**config.mk**
```make
export PLATFORM = sky130hd
export DESIGN_NAME = sb_scoreboard
export DESIGN_NICKNAME = d
export VERILOG_FILES = /design/src/rtl/sb_pkg.sv /design/src/rtl/sb_fu_entry.sv /design/src/rtl/sb_dispatch.sv /design/src/rtl/sb_wr_arbiter.sv /design/src/rtl/sb_scoreboard.sv
export SDC_FILE = /design/constraint.sdc
export NUM_CORES = 1
export LEC_CHECK = 0
export ABC_AREA = 1
export BUFFER_PORTS_ARGS = -buffer_cell sky130_fd_sc_hd__clkbuf_2
export CAP_MARGIN = 20
export CORE_MARGIN = 10
export CORE_UTILIZATION = 51
export CTS_CLUSTER_DIAMETER = 120
export DETAILED_ROUTE_END_ITERATION = 10
export PLACE_DENSITY = 0.68
export SLEW_MARGIN = 0
export SYNTH_ARGS = -nofsm -noshare
export SYNTH_HDL_FRONTEND = slang
export SYNTH_HIERARCHICAL = 1
export SYNTH_SLANG_ARGS = --single-unit
```
**constraint.sdc**
```tcl
create_clock -name clk -period 4.54 [get_ports clk]
set_clock_uncertainty 0.1 [all_clocks]
set_input_delay 1.362 -clock clk [delete_from_list [all_inputs] [get_ports clk]]
set_output_delay 1.362 -clock clk [all_outputs]
set_load 0.02 [all_outputs]
```
**src/rtl/sb_pkg.sv**
```systemverilog
package sb_pkg;
    localparam int NUM_FU = 5;
    localparam int FU_W   = $clog2(NUM_FU);

    localparam int U_INT   = 0;
    localparam int U_MUL_A = 1;
    localparam int U_MUL_B = 2;
    localparam int U_ADD   = 3;
    localparam int U_DIV   = 4;

    typedef enum logic [1:0] {
        K_INT = 2'd0,
        K_MUL = 2'd1,
        K_ADD = 2'd2,
        K_DIV = 2'd3
    } op_kind_e;

    typedef enum logic [1:0] {
        ST_IDLE,
        ST_OPWAIT,
        ST_EXEC,
        ST_WBWAIT
    } fu_state_e;

    function automatic logic [FU_W-1:0] fu_index(input logic [NUM_FU-1:0] oh);
        logic [FU_W-1:0] idx;
        idx = '0;
        for (int i = 0; i < NUM_FU; i++) begin
            if (oh[i]) idx = idx | FU_W'(i);
        end
        return idx;
    endfunction
endpackage

```
**src/rtl/sb_fu_entry.sv**
```systemverilog
module sb_fu_entry
    import sb_pkg::*;
#(
    parameter int REG_W = 4
) (
    input  logic             clk,
    input  logic             rst_n,
    input  logic             load,
    input  logic [REG_W-1:0] ld_dst,
    input  logic [REG_W-1:0] ld_src1,
    input  logic [REG_W-1:0] ld_src2,
    input  logic [FU_W-1:0]  ld_q1,
    input  logic [FU_W-1:0]  ld_q2,
    input  logic             ld_r1,
    input  logic             ld_r2,
    input  logic             wb_valid,
    input  logic [FU_W-1:0]  wb_unit,
    input  logic             exec_done,
    input  logic             wr_grant,
    output logic             busy,
    output logic             rd_grant,
    output logic             want_wr,
    output logic             op_wait,
    output logic [REG_W-1:0] dst,
    output logic [REG_W-1:0] src1,
    output logic [REG_W-1:0] src2,
    output logic             r1,
    output logic             r2
);
    fu_state_e        state, state_nx;
    logic [REG_W-1:0] dst_q, src1_q, src2_q;
    logic [FU_W-1:0]  q1_q, q2_q;
    logic             r1_q, r2_q;

    // state register
    always_ff @(posedge clk) begin
        if (!rst_n) state <= ST_IDLE;
        else        state <= state_nx;
    end

    // transitions
    always_comb begin
        state_nx = state;
        unique case (state)
            ST_IDLE:   if (load)          state_nx = ST_OPWAIT;
            ST_OPWAIT: if (r1_q && r2_q)  state_nx = ST_EXEC;
            ST_EXEC:   if (exec_done)     state_nx = ST_WBWAIT;
            ST_WBWAIT: if (wr_grant)      state_nx = ST_IDLE;
        endcase
    end

    // outputs
    always_comb begin
        busy     = (state != ST_IDLE);
        op_wait  = (state == ST_OPWAIT);
        rd_grant = (state == ST_OPWAIT) && r1_q && r2_q;
        want_wr  = (state == ST_WBWAIT);
        dst      = dst_q;
        src1     = src1_q;
        src2     = src2_q;
        r1       = r1_q;
        r2       = r2_q;
    end

    // slot fields and wake-up on write broadcast
    always_ff @(posedge clk) begin
        if (!rst_n) begin
            dst_q  <= '0;
            src1_q <= '0;
            src2_q <= '0;
            q1_q   <= '0;
            q2_q   <= '0;
            r1_q   <= 1'b0;
            r2_q   <= 1'b0;
        end else if (load) begin
            dst_q  <= ld_dst;
            src1_q <= ld_src1;
            src2_q <= ld_src2;
            q1_q   <= ld_q1;
            q2_q   <= ld_q2;
            r1_q   <= ld_r1;
            r2_q   <= ld_r2;
        end else if (state == ST_OPWAIT) begin
            if (r1_q && r2_q) begin
                r1_q <= 1'b0;
                r2_q <= 1'b0;
            end else if (wb_valid) begin
                if (!r1_q && (q1_q == wb_unit)) r1_q <= 1'b1;
                if (!r2_q && (q2_q == wb_unit)) r2_q <= 1'b1;
            end
        end
    end
endmodule

```
**src/rtl/sb_dispatch.sv**
```systemverilog
module sb_dispatch
    import sb_pkg::*;
(
    input  logic              disp_valid,
    input  logic [1:0]        disp_kind,
    input  logic [NUM_FU-1:0] unit_busy,
    input  logic              waw_hit,
    output logic [NUM_FU-1:0] sel,
    output logic              stall
);
    logic [NUM_FU-1:0] cand;

    always_comb begin
        cand = '0;
        unique case (op_kind_e'(disp_kind))
            K_INT: cand[U_INT] = !unit_busy[U_INT];
            K_MUL: begin
                if (!unit_busy[U_MUL_A]) cand[U_MUL_A] = 1'b1;
                else                     cand[U_MUL_B] = !unit_busy[U_MUL_B];
            end
            K_ADD: cand[U_ADD] = !unit_busy[U_ADD];
            K_DIV: cand[U_DIV] = !unit_busy[U_DIV];
        endcase
        stall = disp_valid && ((cand == '0) || waw_hit);
        sel   = (disp_valid && !stall) ? cand : '0;
    end
endmodule

```
**src/rtl/sb_wr_arbiter.sv**
```systemverilog
module sb_wr_arbiter
    import sb_pkg::*;
#(
    parameter int REG_W = 4
) (
    input  logic [NUM_FU-1:0]            want,
    input  logic [NUM_FU-1:0]            op_wait,
    input  logic [NUM_FU-1:0]            r1,
    input  logic [NUM_FU-1:0]            r2,
    input  logic [NUM_FU-1:0][REG_W-1:0] dst,
    input  logic [NUM_FU-1:0][REG_W-1:0] src1,
    input  logic [NUM_FU-1:0][REG_W-1:0] src2,
    output logic [NUM_FU-1:0]            grant
);
    logic [NUM_FU-1:0] blocked;
    logic [NUM_FU-1:0] eligible;
    logic              found;

    // anti-dependence hold: an unread ready source matches the write target
    always_comb begin
        blocked = '0;
        for (int u = 0; u < NUM_FU; u++) begin
            for (int x = 0; x < NUM_FU; x++) begin
                if (x != u && op_wait[x] &&
                    ((r1[x] && src1[x] == dst[u]) || (r2[x] && src2[x] == dst[u])))
                    blocked[u] = 1'b1;
            end
        end
        eligible = want & ~blocked;
    end

    // fixed priority, lowest index first
    always_comb begin
        grant = '0;
        found = 1'b0;
        for (int i = 0; i < NUM_FU; i++) begin
            if (eligible[i] && !found) begin
                grant[i] = 1'b1;
                found    = 1'b1;
            end
        end
    end
endmodule

```
**src/rtl/sb_scoreboard.sv**
```systemverilog
module sb_scoreboard
    import sb_pkg::*;
#(
    parameter int REG_COUNT = 16,
    localparam int REG_W    = $clog2(REG_COUNT)
) (
    input  logic              clk,
    input  logic              rst_n,
    input  logic              disp_valid,
    input  logic [1:0]        disp_kind,
    input  logic [REG_W-1:0]  disp_dst,
    input  logic [REG_W-1:0]  disp_src1,
    input  logic [REG_W-1:0]  disp_src2,
    output logic              disp_stall,
    output logic [NUM_FU-1:0] disp_unit,
    output logic [NUM_FU-1:0] rd_grant,
    input  logic [NUM_FU-1:0] exec_done,
    output logic [NUM_FU-1:0] wr_grant,
    output logic              rf_we,
    output logic [REG_W-1:0]  rf_waddr
);
    // pending-writer table
    logic [REG_COUNT-1:0]           rs_busy;
    logic [REG_COUNT-1:0][FU_W-1:0] rs_unit;

    logic [NUM_FU-1:0]            busy_v, want_v, opw_v, r1_v, r2_v;
    logic [NUM_FU-1:0][REG_W-1:0] dst_v, src1_v, src2_v;

    logic             wb_valid;
    logic [FU_W-1:0]  wb_unit;
    logic [REG_W-1:0] wb_dst;
    logic [FU_W-1:0]  disp_idx;
    logic [FU_W-1:0]  ld_q1, ld_q2;
    logic             ld_r1, ld_r2;

    always_comb begin
        wb_valid = |wr_grant;
        wb_unit  = fu_index(wr_grant);
        wb_dst   = dst_v[wb_unit];
        disp_idx = fu_index(disp_unit);
        ld_q1    = rs_unit[disp_src1];
        ld_q2    = rs_unit[disp_src2];
        ld_r1    = !rs_busy[disp_src1] || (wb_valid && ld_q1 == wb_unit);
        ld_r2    = !rs_busy[disp_src2] || (wb_valid && ld_q2 == wb_unit);
        rf_we    = wb_valid;
        rf_waddr = wb_dst;
    end

    sb_dispatch u_disp (
        .disp_valid (disp_valid),
        .disp_kind  (disp_kind),
        .unit_busy  (busy_v),
        .waw_hit    (rs_busy[disp_dst]),
        .sel        (disp_unit),
        .stall      (disp_stall)
    );

    for (genvar g = 0; g < NUM_FU; g++) begin : g_fu
        sb_fu_entry #(.REG_W(REG_W)) u_fu (
            .clk       (clk),
            .rst_n     (rst_n),
            .load      (disp_unit[g]),
            .ld_dst    (disp_dst),
            .ld_src1   (disp_src1),
            .ld_src2   (disp_src2),
            .ld_q1     (ld_q1),
            .ld_q2     (ld_q2),
            .ld_r1     (ld_r1),
            .ld_r2     (ld_r2),
            .wb_valid  (wb_valid),
            .wb_unit   (wb_unit),
            .exec_done (exec_done[g]),
            .wr_grant  (wr_grant[g]),
            .busy      (busy_v[g]),
            .rd_grant  (rd_grant[g]),
            .want_wr   (want_v[g]),
            .op_wait   (opw_v[g]),
            .dst       (dst_v[g]),
            .src1      (src1_v[g]),
            .src2      (src2_v[g]),
            .r1        (r1_v[g]),
            .r2        (r2_v[g])
        );
    end

    sb_wr_arbiter #(.REG_W(REG_W)) u_arb (
        .want    (want_v),
        .op_wait (opw_v),
        .r1      (r1_v),
        .r2      (r2_v),
        .dst     (dst_v),
        .src1    (src1_v),
        .src2    (src2_v),
        .grant   (wr_grant)
    );

    always_ff @(posedge clk) begin
        if (!rst_n) begin
            rs_busy <= '0;
            rs_unit <= '0;
        end else begin
            if (wb_valid) rs_busy[wb_dst] <= 1'b0;
            if (|disp_unit) begin
                rs_busy[disp_dst] <= 1'b1;
                rs_unit[disp_dst] <= disp_idx;
            end
        end
    end
endmodule

```
==> summary.txt <==
most frequent cells in the layout = 533 x nand2_1, 318 x nor2_1, 230 x inv_1
final wirelength = 45.7 mm
Hold WS = 363 ps
largest family of logic cells by synthesized area = simple AND/OR/NAND/NOR gates
syn nets = 2,066
Post-synth EDFFs = 0
Initial Util = 51.5%
Arr. time, crit path = 2960 ps
Core Region = 23,400 um^2
Final setup viols = 0
Clock transition at path regs = 70 ps
Setup crit end kind = output port
max_cap viols = 0
post-synthesis mux area share = 0%
GR Overflow Total = 0
Worst VDD drop = 0.000268 V
antenna violations before repair = 1
metal2 WL = 20.4 mm
global placement routability congestion = 1.03
DR top layer = met5
Final Cell Area = 13,300 um^2
met3 routed WL = 4.12 mm
final core utilization = 56.9%
leakage power = 6.18 nW
synthesized area = 12,100 um^2
Synth Flop Type = dfxtp_1
Max Slew Vio Count = 0
Max H-tree Level = 4
die area = 30,200 um^2
Worst setup SP type = primary input
area delta synth->final = 10.5%
Seq/Total Area, Yosys = 28.9%
Die Y = 174 um
Iter 0 DRT Violations = 1,661
drt via density = 5.61
commonest non-fill, non-tap cell in the layout = nand2_1
nets = 2,111
WS Path Type = primary input to output port
Max Buffers Root-to-Sink = 2
largest area contributor in the netlist = dfxtp_1
Cell Area, Placed = 12,600 um^2
routed len/inst = 19.0 um
status = completed
Num CTS Buffers = 17
die width = 174 um
Area contributors post-synth = dfxtp_1 29%, nand2_1 17%, nor2_1 10%
DRT Pass-1 Iters = 6
TritonCTS clock tree = built
largest net degree at the start of global routing = 70
fmax = 226 MHz
Synth Area per Inst = 5.96 um^2
post-synth top area share = 28.9%
# diodes = 0
Yosys cell types = 37
slew of the pin with the lowest slew margin = 893 ps
M1 wire length = 18.1 mm
minimum clock period = 4430 ps
asr flop ratio synth = 0%
Synth Area in XOR/XNOR = 4.43%
routed vias = 13,500
Filler cells = 2,445
DP HPWL = 33.2 mm
first-pass GRT wire length = 70.0 mm
clk_lat worst skew = 440 ps
P per Cell Area = 432 nW/um^2
Hold WC Path Type = flop to flop
crit share post-route = 97.5%
Yosys warnings = 6
clock sinks = 174
layout cells sized above 1 = 11.4%
Site Rows = 56
Critical Path RT = 3080 ps
Compound-Gate Fraction of Synth Area = 16.0%
Root Driver = clkbuf_16
Final ANT Viol Nets = 0
relative slew slack = 40.4%
number of global-route vias before repair = 12,100
adder-cell share of the synthesized area = 2.08%
CP Max Fanout = 5
GRT Total Usage = 29.2%
flops & latches, synth = 174
Hold Violations, Final = 0
# DRC = 0
IO Pins = 43
count of port buffers added during placement = 42
Synth Area in Simple Gates = 36.1%
Synth Instances = 2,024
## synthesized netlist by cell type, types with 6 or more instances
master    instances
xor2_1           14
o211ai_1          6
nand3_1         145
clkbuf_1         17
nand3b_1          7
nand4_1          11
nor3_1            9
o21ai_2           6
xnor2_1          47
o21ai_0         199
clkbuf_2         11
dfxtp_1         174
buf_6            15
inv_2            13
o21ai_1           8
ha_1             20
nor2_2           24
buf_4            24
nand2_1         534
o22ai_1           7
inv_1           231
buf_2            21
nor2_1          323
a21oi_1         130
## critical path, cell delays in order
cell	delay (ps)
clkbuf_2	130
nand2_1	100
inv_1	90
a22oi_1	180
o221ai_1	130
nand3_1	90
nand4_1	90
inv_1	290
nand4_1	200
inv_1	120
clkbuf_2	180
## registers in the layout (all words and copies together) (netlist names)
name and count:
g_fu.u_fu/dst 20, g_fu.u_fu/q1_q 15, g_fu.u_fu/q2_q 15, g_fu.u_fu/r1 5, g_fu.u_fu/r2 5, g_fu.u_fu/src1 20, g_fu.u_fu/src2 20, g_fu.u_fu/state 10
rs_busy 16, rs_unit 48
## metrics by stage
step	TNS [ps]	setup slack, ps	instances	power [mW]
after floorplan	0	170	2024	3.47
after global placement	0	169	2366	4.20
after detailed placement	0	163	2366	4.24
after CTS	0	26.8	2398	5.67
after global routing	-53.3	-27.0	2401	6.09
final	0	113	2401	5.75
## path summary, 6_finish.rpt
path / to / cells past startpoint / start / slack (ps)
worst max-delay path: disp_unit[4] / 11 / disp_dst[0] / 110
worst min-delay path: rs_busy[5] / 2 / rs_busy[5] / 360
worst max register to register: rs_unit[6] / 18 / g_fu[0].u_fu/state[0] / 1150
worst min register to register: rs_busy[5] / 2 / rs_busy[5] / 360
## cell families after synthesis
| group | Yosys count |
|---|---|
| AOI/OAI and AO/OA | 369 |
| xor gates and xnor gates | 61 |
| adders and majority gates | 20 |
| buffers and inverters | 335 |
| DFF | 174 |
| and+or+nand+nor | 1065 |
## repair_timing
item / in CTS / in global routing
endpoints found under the setup margin: 4 / 5
resized for setup: 6 / 37
pin swaps: 0 / 2
cloned: 0 / 0
hold buffers: 0 / 0
setup buffers: 0 / 3
## final cells by class
| class | count | area [um^2] | share of cell area (%) |
|---|---|---|---|
| clock buffer | 22 | 484 | 3.64 |
| tap | 319 | 399 | 3.00 |
| clock inverter | 10 | 77.6 | 0.582 |
| inverter | 247 | 941 | 7.06 |
| sequential | 174 | 3520 | 26.5 |
| timing repair buffer | 114 | 782 | 5.87 |
| multi-input combinational | 1515 | 7110 | 53.4 |
## layer usage
layer | global-route usage (%) | up-vias
li1 | - | 6468
met1 | 35.9 | 6061
met2 | 46.4 | 749
met3 | 5.08 | 179
met4 | 18.7 | 2
met5 | 0 | -
## report_power, final
| group | leakage (nW) | switching [mW] | internal [mW] |
|---|---|---|---|
| Sequential | 1.42 | 0.237 | 1.70 |
| Combinational | 4.49 | 1.58 | 0.798 |
| Clock | 0.274 | 0.671 | 0.767 |
| Total | 6.18 | 2.49 | 3.26 |
Note: power is estimated with default switching activity, not from simulation.
